===== src/rtl/qspi_seq_pkg.sv =====
package qspi_seq_pkg;

  // width codes for a stage
  typedef enum logic [1:0] {LN1 = 2'd0, LN2 = 2'd1, LN4 = 2'd2} lane_e;
  typedef enum logic [1:0] {DIR_NONE = 2'd0, DIR_IN = 2'd1, DIR_OUT = 2'd2} dir_e;
  typedef enum logic [2:0] {PH_OPC, PH_ADDR, PH_DUMMY, PH_DATA, PH_DONE} phase_e;
  typedef enum logic [2:0] {S_IDLE, S_LOAD, S_SHIFT, S_RXPUSH, S_GAP} seq_state_e;

  // serial clocks needed for one byte at a given width
  function automatic logic [3:0] beats_per_byte(lane_e l);
    case (l)
      LN1:     return 4'd8;
      LN2:     return 4'd4;
      default: return 4'd2;
    endcase
  endfunction

  // output shift by one beat
  function automatic logic [7:0] shift_beat(logic [7:0] sh, lane_e l);
    case (l)
      LN1:     return {sh[6:0], 1'b0};
      LN2:     return {sh[5:0], 2'b00};
      default: return {sh[3:0], 4'h0};
    endcase
  endfunction

  // lines in use at a given width
  function automatic logic [3:0] lane_mask(lane_e l);
    case (l)
      LN1:     return 4'b0001;
      LN2:     return 4'b0011;
      default: return 4'b1111;
    endcase
  endfunction

endpackage


===== src/rtl/qspi_sck_div.sv =====
module qspi_sck_div #(
  parameter int HALF = 2
) (
  input  logic clk,
  input  logic rst_n,
  input  logic run,
  output logic tick
);
  localparam int CW = $clog2(HALF + 1);

  logic [CW-1:0] cnt;

  assign tick = run && (cnt == CW'(HALF - 1));

  always_ff @(posedge clk or negedge rst_n) begin
    if (!rst_n)             cnt <= '0;
    else if (!run || tick)  cnt <= '0;
    else                    cnt <= cnt + 1'b1;
  end
endmodule


===== src/rtl/qspi_lane_io.sv =====
module qspi_lane_io
  import qspi_seq_pkg::*;
(
  input  logic [7:0] sh,
  input  lane_e      lanes,
  input  logic       drive,
  input  logic [7:0] insh,
  input  logic [3:0] io_i,
  output logic [3:0] io_o,
  output logic [3:0] io_oe,
  output logic [7:0] in_next
);
  always_comb begin
    case (lanes)
      LN1: begin
        io_o    = {3'b000, sh[7]};
        in_next = {insh[6:0], io_i[1]};
      end
      LN2: begin
        io_o    = {2'b00, sh[7:6]};
        in_next = {insh[5:0], io_i[1:0]};
      end
      default: begin
        io_o    = sh[7:4];
        in_next = {insh[3:0], io_i};
      end
    endcase
    io_oe = drive ? lane_mask(lanes) : 4'b0000;
  end
endmodule


===== src/rtl/qspi_phase_seq.sv =====
module qspi_phase_seq
  import qspi_seq_pkg::*;
#(
  parameter int HALF       = 2,
  parameter int ADDR_BYTES = 3,
  parameter int LEN_W      = 8,
  parameter int DUM_W      = 4,
  parameter int CS_GAP     = 2
) (
  input  logic                          clk,
  input  logic                          rst_n,
  input  logic                          req_valid,
  output logic                          req_ready,
  input  logic [7:0]                    req_opcode,
  input  logic [8*ADDR_BYTES-1:0]       req_addr,
  input  logic [$clog2(ADDR_BYTES+1)-1:0] req_addr_bytes,
  input  logic [1:0]                    req_addr_lanes,
  input  logic [DUM_W-1:0]              req_dummy_bytes,
  input  logic [1:0]                    req_dummy_lanes,
  input  logic [1:0]                    req_dir,
  input  logic [1:0]                    req_data_lanes,
  input  logic [LEN_W-1:0]              req_data_len,
  output logic                          busy,
  input  logic [7:0]                    tx_data,
  input  logic                          tx_valid,
  output logic                          tx_ready,
  output logic [7:0]                    rx_data,
  output logic                          rx_valid,
  input  logic                          rx_ready,
  output logic                          cs_n,
  output logic                          sck,
  output logic [3:0]                    io_o,
  output logic [3:0]                    io_oe,
  input  logic [3:0]                    io_i
);
  localparam int AW    = 8 * ADDR_BYTES;
  localparam int AB_W  = $clog2(ADDR_BYTES + 1);
  localparam int CNT_W = (LEN_W > DUM_W) ? LEN_W : DUM_W;
  localparam int GAP_W = $clog2(CS_GAP + 1);

  seq_state_e        st;
  phase_e            ph;
  logic [CNT_W-1:0]  brem;
  logic [7:0]        r_op;
  logic [AW-1:0]     r_addr;
  logic [AB_W-1:0]   r_ab;
  lane_e             r_al, r_dl, r_ll;
  logic [DUM_W-1:0]  r_db;
  dir_e              r_dir;
  logic [LEN_W-1:0]  r_len;
  logic [7:0]        sh, insh, rxd;
  lane_e             lanes;
  logic              drive, sck_q, cs_q, rxv;
  logic [3:0]        beats;
  logic [GAP_W-1:0]  gap;

  // named events for assertions and readability
  logic              tick, rx_push, load_stall, load_drive;
  logic [7:0]        load_byte, in_next;
  lane_e             load_lanes;
  logic [CNT_W-1:0]  next_cnt;

  qspi_sck_div #(.HALF(HALF)) u_div (
    .clk(clk), .rst_n(rst_n), .run(st == S_SHIFT), .tick(tick)
  );

  qspi_lane_io u_lane (
    .sh(sh), .lanes(lanes), .drive(drive), .insh(insh), .io_i(io_i),
    .io_o(io_o), .io_oe(io_oe), .in_next(in_next)
  );

  assign req_ready = (st == S_IDLE);
  assign busy      = (st != S_IDLE) && (st != S_GAP);
  assign cs_n      = cs_q;
  assign sck       = sck_q;
  assign rx_data   = rxd;
  assign rx_valid  = rxv;
  assign rx_push   = (st == S_RXPUSH) && (!rxv || rx_ready);
  assign tx_ready  = (st == S_LOAD) && (ph == PH_DATA) && (r_dir == DIR_OUT)
                     && (brem != '0) && tx_valid;

  always_comb begin
    case (ph)
      PH_OPC:   next_cnt = CNT_W'(r_ab);
      PH_ADDR:  next_cnt = CNT_W'(r_db);
      PH_DUMMY: next_cnt = (r_dir == DIR_NONE) ? '0 : CNT_W'(r_len);
      default:  next_cnt = '0;
    endcase
    load_stall = (ph == PH_DATA) && (r_dir == DIR_OUT) && !tx_valid;
    case (ph)
      PH_OPC:   begin load_byte = r_op;               load_lanes = LN1;  load_drive = 1'b1; end
      PH_ADDR:  begin load_byte = r_addr[AW-1 -: 8];  load_lanes = r_al; load_drive = 1'b1; end
      PH_DUMMY: begin load_byte = 8'h00;              load_lanes = r_dl; load_drive = 1'b0; end
      default:  begin
        load_byte  = (r_dir == DIR_OUT) ? tx_data : 8'h00;
        load_lanes = r_ll;
        load_drive = (r_dir == DIR_OUT);
      end
    endcase
  end

  always_ff @(posedge clk or negedge rst_n) begin
    if (!rst_n) begin
      st <= S_IDLE; ph <= PH_DONE; brem <= '0;
      r_op <= '0; r_addr <= '0; r_ab <= '0; r_db <= '0; r_len <= '0;
      r_al <= LN1; r_dl <= LN1; r_ll <= LN1; r_dir <= DIR_NONE;
      sh <= '0; insh <= '0; rxd <= '0; rxv <= 1'b0;
      lanes <= LN1; drive <= 1'b0; sck_q <= 1'b0; cs_q <= 1'b1;
      beats <= '0; gap <= '0;
    end else begin
      if (rx_push) begin
        rxd <= insh;
        rxv <= 1'b1;
      end else if (rx_ready) begin
        rxv <= 1'b0;
      end
      case (st)
        S_IDLE: if (req_valid) begin
          r_op   <= req_opcode;
          r_addr <= AW'(req_addr << (8 * (ADDR_BYTES - int'(req_addr_bytes))));
          r_ab   <= req_addr_bytes;
          r_al   <= lane_e'(req_addr_lanes);
          r_db   <= req_dummy_bytes;
          r_dl   <= lane_e'(req_dummy_lanes);
          r_dir  <= dir_e'(req_dir);
          r_ll   <= lane_e'(req_data_lanes);
          r_len  <= req_data_len;
          ph     <= PH_OPC;
          brem   <= CNT_W'(1);
          cs_q   <= 1'b0;
          st     <= S_LOAD;
        end
        S_LOAD: begin
          if (ph == PH_DONE) begin
            cs_q  <= 1'b1;
            drive <= 1'b0;
            gap   <= GAP_W'(CS_GAP - 1);
            st    <= S_GAP;
          end else if (brem == '0) begin
            ph   <= phase_e'(ph + 3'd1);
            brem <= next_cnt;
          end else if (!load_stall) begin
            sh    <= load_byte;
            lanes <= load_lanes;
            drive <= load_drive;
            beats <= beats_per_byte(load_lanes);
            if (ph == PH_ADDR) r_addr <= r_addr << 8;
            st    <= S_SHIFT;
          end
        end
        S_SHIFT: if (tick) begin
          if (!sck_q) begin
            sck_q <= 1'b1;
            insh  <= in_next;
          end else begin
            sck_q <= 1'b0;
            if (beats != 4'd1) begin
              beats <= beats - 4'd1;
              sh    <= shift_beat(sh, lanes);
            end else begin
              brem <= brem - 1'b1;
              st   <= (ph == PH_DATA && r_dir == DIR_IN) ? S_RXPUSH : S_LOAD;
            end
          end
        end
        S_RXPUSH: if (rx_push) st <= S_LOAD;
        S_GAP: begin
          if (gap == '0) st <= S_IDLE;
          else           gap <= gap - 1'b1;
        end
        default: st <= S_IDLE;
      endcase
    end
  end

  // serial clock parked low outside a transaction
  p_sck_low_idle_r7: assert property (@(posedge clk) disable iff (!rst_n)
    cs_n |-> !sck);
  // data lines hold while the clock is high
  p_io_stable_high_r7: assert property (@(posedge clk) disable iff (!rst_n)
    (sck && $past(sck)) |-> ($stable(io_o) && $stable(io_oe)));
  // busy tracks chip select
  p_busy_cs_r8: assert property (@(posedge clk) disable iff (!rst_n)
    busy == !cs_n);
  // no new request right after chip select rises
  p_gap_r8: assert property (@(posedge clk) disable iff (!rst_n)
    $rose(cs_n) |=> !req_ready);
  // write bytes are only taken inside a transaction, clock low
  p_tx_inside_r5: assert property (@(posedge clk) disable iff (!rst_n)
    tx_ready |-> (!cs_n && !sck));
  // a read byte that is not taken holds
  p_rx_hold_r10: assert property (@(posedge clk) disable iff (!rst_n)
    (rx_valid && !rx_ready) |=> (rx_valid && $stable(rx_data)));
endmodule


===== config.mk =====
export PLATFORM = sky130hd
export DESIGN_NAME = qspi_phase_seq
export DESIGN_NICKNAME = d
export VERILOG_FILES = /design/src/rtl/qspi_seq_pkg.sv /design/src/rtl/qspi_sck_div.sv /design/src/rtl/qspi_lane_io.sv /design/src/rtl/qspi_phase_seq.sv
export SDC_FILE = /design/constraint.sdc
export NUM_CORES = 1
export LEC_CHECK = 0
export BUFFER_PORTS_ARGS = -buffer_cell sky130_fd_sc_hd__buf_2
export CAP_MARGIN = 10
export CORE_UTILIZATION = 45
export DETAILED_ROUTE_END_ITERATION = 8
export GPL_TIMING_DRIVEN = 0
export PLACE_DENSITY = 0.66
export SETUP_SLACK_MARGIN = 0.05
export SLEW_MARGIN = 0
export SYNTH_ARGS = -nofsm -noshare
export SYNTH_HDL_FRONTEND = slang
export SYNTH_SLANG_ARGS = --single-unit

===== constraint.sdc =====
create_clock -name clk -period 3 [get_ports clk]
set_clock_uncertainty 0.1 [all_clocks]
set_input_delay 0.6 -clock clk [delete_from_list [all_inputs] [get_ports clk]]
set_output_delay 0.6 -clock clk [all_outputs]
set_load 0.005 [all_outputs]

== Yosys cells after proc, flatten, opt, wreduce, memory -nomap -nowiden ==
Index checks and enable logic that the tools add are counted.

* Eq/ne operators: 33
* Reduce and logical (&&, ||, !) cells: 42
* Multiplexer cells: 67
* Bitwise gates (word level): 4
* Add/sub/neg operators: 6
* Shift operators: 1

{| class="wikitable"
|+ Operator list
! kind !! number
|-
| 24-bit 2-to-1 mux || 5
|-
| 8-bit 2-to-1 mux || 14
|-
| 8-bit case mux with 3 select lines || 3
|-
| 24-bit case mux with 2 select lines || 1
|-
| 8-bit case mux with 2 select lines || 3
|-
| 3-bit 2-to-1 mux || 12
|-
| 4-bit case mux with 2 select lines || 4
|-
| 24-bit by 32-bit left shift with 24-bit output || 1
|-
| 4-bit 2-to-1 mux || 7
|-
| 2-bit inequality test, second input constant || 12
|-
| 3-bit case mux with 5 select lines || 1
|-
| 7-bit AND reduction || 2
|-
| 3-bit by 2-bit == test with 1-bit output, second input constant || 4
|-
| 3-bit AND reduction || 4
|-
| 1-bit logical AND || 10
|-
| 2-bit by 1-bit == test with 1-bit output, second input constant || 4
|-
| 2-bit zero test || 4
|-
| 8-bit zero test || 1
|-
| 1-bit 2-to-1 mux || 8
|-
| 2-bit 2-to-1 mux || 4
|-
| 2-bit by 1-bit inequality test with 1-bit output, second input constant || 4
|-
| 4-bit AND reduction || 2
|-
| 8-bit AND reduction || 1
|-
| 2-bit nonzero test || 4
|-
| other kinds (25) || 38
|}

* Input bits: 71
* Register bits after elaboration: 106
* Output and inout bits: 22

== Longest topological paths before layout ==
* Depth after elaboration: 8
* Depth in mapped cells: 10

== By module ==
Synthesis repeated with hierarchy kept, for this count alone.

* Cell total of the unflattened synthesis: 628
* Area total of the unflattened synthesis: 5779.3 sq um

{| class="wikitable"
|+ By module, submodules not included
! module !! cells each !! area each (sq um) !! seq. area each (sq um) !! instances
|-
| qspi_phase_seq || 585 || 5427.7 || 2605.0 || 1
|-
| qspi_lane_io || 36 || 254.0 || 0.0 || 1
|-
| qspi_sck_div || 7 || 97.6 || 50.0 || 1
|}

== Worst setup path after synthesis ==
Ideal clock, no wire load.

* Path type: register to register
* Start: register beats[1]
* End: register brem[6]
* Arrival time: 2.146 ns
* Library setup time: 0.122 ns
* Stages on the path, launching flop included: 10
* Clock period less this slack: 2.369 ns
* Path slack: 0.631 ns
* Data required time: 2.778 ns
* Cells stage by stage: dfrtp_1 inv_1 ha_1 or3b_1 o31a_1 or4_1 buf_2 buf_6 o21ai_2 o21ai_1

* Longest elaborated chain between the ends: 3

{| class="wikitable"
|+ RTL lines
! item !! RTL line !! text
|-
| start, declared || qspi_phase_seq.sv:54 || <nowiki>logic [3:0] beats;</nowiki>
|-
| start signal, assigned || qspi_phase_seq.sv:146 || <nowiki>beats <= beats_per_byte(load_lanes);</nowiki>
|-
| start signal, assigned || qspi_phase_seq.sv:158 || <nowiki>beats <= beats - 4'd1;</nowiki>
|-
| 4-bit by 1-bit inequality test with 1-bit output || qspi_phase_seq.sv:157 || <nowiki>if (beats != 4'd1) begin</nowiki>
|-
| 2-bit inequality test (no line) || n/a ||
|-
| 7-bit AND reduction (no line) || n/a ||
|-
| end signal, assigned || qspi_phase_seq.sv:141 || <nowiki>brem <= next_cnt;</nowiki>
|-
| end signal, assigned || qspi_phase_seq.sv:161 || <nowiki>brem <= brem - 1'b1;</nowiki>
|-
| end, declared || qspi_phase_seq.sv:43 || <nowiki>logic [CNT_W-1:0] brem;</nowiki>
|}

No other way between the ends.
A chain may end at the register's enable or synchronous reset.

== Worst setup path after layout ==
* Start: register st[2]
* End: output port tx_ready

* Longest elaborated chain between the ends: 5

{| class="wikitable"
|+ RTL lines
! item !! RTL line !! text
|-
| start, declared || qspi_phase_seq.sv:41 || <nowiki>seq_state_e st;</nowiki>
|-
| start signal, assigned || qspi_phase_seq.sv:162 || <nowiki>st <= (ph == PH_DATA && r_dir == DIR_IN) ? S_RXPUSH : S_LOAD;</nowiki>
|-
| 3-bit by 1-bit == test with 1-bit output || qspi_phase_seq.sv:79 || <nowiki>assign tx_ready = (st == S_LOAD) && (ph == PH_DATA) && (r_dir == DIR_OUT)</nowiki>
|-
| 1-bit logical AND (2 in series) || qspi_phase_seq.sv:79 ||
|-
| 1-bit logical AND (2 in series) || qspi_phase_seq.sv:80 || <nowiki>&& (brem != '0) && tx_valid;</nowiki>
|-
| end, declared || qspi_phase_seq.sv:26 || <nowiki>output logic tx_ready,</nowiki>
|}

No other way between the ends.

==> metrics.txt <==
outcome=complete, no violations; gpl congestion=0.848; worst endpoint data arrival time=2.18 ns; most frequent cells in the layout=nand2_1 (151), dfrtp_1 (104), buf_2 (99); clk slew on worst S/H paths=0.07 ns; crit-path leading delay family=simple AND/OR/NAND/NOR gates; clk buf depth=2; time the worst path needs with I/O delays and setup=2.88 ns; Gates resized, CTS repair=2; Crit path largest cell delay=0.61 ns; vias in the first global route=4710; # diodes=0; CP Data Required Time=2.30 ns; Initial DRC Count=327; num ports=93; global route overflow=0; Area growth syn-to-layout=17.6%; die width=114 microns; Adder-Cell Fraction of Synth Area=0.0242; Least-Margin Pin Slew=0.892 ns; first-pass GRT wire length=23600 microns; crit path buf inv count=2; mux cell area share after synthesis=0.0841; worst-path cell chain=or3b_2, clkbuf_2, nor4_2, buf_2; pin count of the biggest net entering global routing=73; clock sinks=106; Post-Synth XOR/XNOR Area=0; Pre-antenna DRT Iters=6; Avg Inst Size Synth=8.87 sq um; CTS root buffer=clkbuf_16; multi-input logic area=2740 sq um; asr flop ratio synth=1.00; Peak VDD IR=0.443 mV; routed vias/inst=5.38; Power Dens Cells=1050 nW/um^2; Fin Hold WS=0.0966 ns; Ys Warns=0; Worst slew margin=0.400; hpwl dp=10600 microns; TritonCTS clock tree=done; Post-CTS Setup Inserts=0; final hold vios=0; synthesized flop and latch total=106; WS Path Type=flip-flop to output port; Mapped Area=5680 sq um; layout cells sized above 1=0.206; Max Freq=348 MHz; CTS Buf Count=9; Cell Rows=40; Tot GR Track Use=0.231; Compound-Gate Fraction of Synth Area=0.191; # fillers=1157; Synth cell types=54; Main synth FF type=dfrtp_1; final period utilization=0.958; initial antenna violation count=0; Syn Nets=723; nets@finish=826; Synth Area in Simple Gates=0.182; Core Area=12200 sq um; EDFF count, synth=0; Die H=114 microns; via count=4938; Post-DRT Antenna Nets=0; Cells after Synth=641; wirelength, routed=14000 microns; pins over their slew limit=0; Die Area=13100 sq um; Worst path slowest cell=or3b_2; H-tree Lvls=3; Initial Util=0.467; Reg area=2660 sq um; commonest non-fill, non-tap cell in the layout=nand2_1; setup violators final=0; max-cap viol count=0; hold-fix buffers at CTS=0; min-delay worst type=primary input to async pin; Worst setup SP type=flip-flop; register area share after synthesis=0.467; worst-skew pair later-pin latency=0.36 ns; Buffers on Ports=92; final core utilization=0.550; DRC=0; crit end category=output port; Wirelength per Cell=15.3 microns; RSZ-0062 raised after global routing=false; leakage=3.19 nW; largest family of logic cells by synthesized area=compound AO/OA/AOI/OAI gates; critical path peak fanout=10; Setup TNS Final=0 ns
[cell type report]
cell class / instances / area share
Buffer: 49 / 0.0326
Clock buffer: 11 / 0.0363
Clock inverter: 5 / 0.00805
Inverter: 19 / 0.0107
Multi-Input combinational cell: 466 / 0.410
Sequential cell: 106 / 0.397
Tap cell: 168 / 0.0314
Timing Repair Buffer: 93 / 0.0734
[metrics by stage]
step | instances | total power, mW | cell area (sq um) | worst slack (ns)
6_report | 917 | 7.01 | 6690 | 0.125
5_1_grt | 917 | 7.63 | 6690 | 0.0539
4_1_cts | 917 | 7.06 | 6690 | 0.133
3_5_place_dp | 902 | 5.85 | 6380 | 0.249
3_3_place_gp | 901 | 5.74 | 6350 | 0.0120
2_1_floorplan | 641 | 4.85 | 5680 | 0.631
[worst register-to-register path, stage by stage (launching register included)]
cell      delay (ns)
dfstp_2         0.51
clkbuf_1        0.30
inv_1           0.12
ha_1            0.25
nor4bb_1        0.18
a31oi_1         0.40
o221ai_2        0.24
buf_2           0.24
o32a_2          0.33
[synth_stat cells (2+ instances only)]
cell	instances	area share
a21oi_1	26	0.023
and3_1	6	0.0066
a31oi_1	8	0.0088
mux2i_1	23	0.041
a221oi_1	9	0.014
mux2_2	22	0.044
nand3_1	5	0.0044
ha_1	11	0.024
dfstp_2	2	0.0092
nand2b_1	3	0.0033
o21ai_0	63	0.055
o21a_1	3	0.0040
buf_1	3	0.0020
nor4_1	4	0.0044
or2_2	2	0.0022
o31a_1	4	0.0062
a21o_1	7	0.0092
o31ai_1	3	0.0040
inv_1	19	0.013
a211oi_1	4	0.0053
a22oi_1	16	0.021
nand2_1	151	0.10
buf_6	2	0.0040
o32a_1	2	0.0035
o21ai_1	7	0.0062
dfrtp_1	104	0.46
buf_4	2	0.0026
or3b_2	2	0.0031
nor3_1	9	0.0079
buf_2	8	0.0070
nor2_1	37	0.024
and2_1	7	0.0077
a221o_1	7	0.012
nor2b_1	6	0.0066
clkbuf_1	35	0.023
[report_power, final]
| group | switching [mW] | internal [mW] | leakage, nW |
|---|---|---|---|
| Sequential | 0.448 | 2.08 | 1.33 |
| Clock | 0.528 | 0.668 | 0.149 |
| Combinational | 1.96 | 1.34 | 1.71 |
[registers in the layout, summed over array words and instances, names as in the netlist, 2 cells and up]
signal / cells
sh: 8
beats: 4
r_addr: 24
insh: 8
r_ll: 2
r_dl: 2
gap: 2
u_div.cnt: 2
r_dir: 2
r_op: 8
st: 3
rx_data: 8
r_db: 4
r_ab: 2
r_len: 8
brem: 8
r_al: 2
lanes: 2
ph: 3
[cells by family after synthesis]
group | count (synthesis)
AND/OR/NAND/NOR | 240
multiplexers | 45
flip-flops | 106
adder cells (fa/ha/maj) | 11
buffers and inverters | 69
AO/OA/AOI/OAI | 170
[per-layer routing]
metal	vias to the layer above	wire (microns)	global-route usage
met3	13	632	0.0402
met2	130	6730	0.373
met4	0	161	0.0788
li1	2442	-	-
met1	2353	6500	0.316
met5	-	0	0
[path summary, 6_finish.rpt]
kind                       depth (start not counted)            to             from  slack [ns]
min in group clk                                   3      r_len[4]  req_data_len[4]        0.33
setup reg to reg                                   8      beats[2]            ph[2]        0.23
max in group asynchronous                          2         ph[2]            rst_n        1.97
hold / removal                                     1        gap[0]            rst_n         0.1
setup / recovery                                   4      tx_ready            st[2]        0.12
hold reg to reg                                    1  u_div.cnt[0]     u_div.cnt[0]        0.35
No activity file was read; power rests on OpenSTA's default activity.
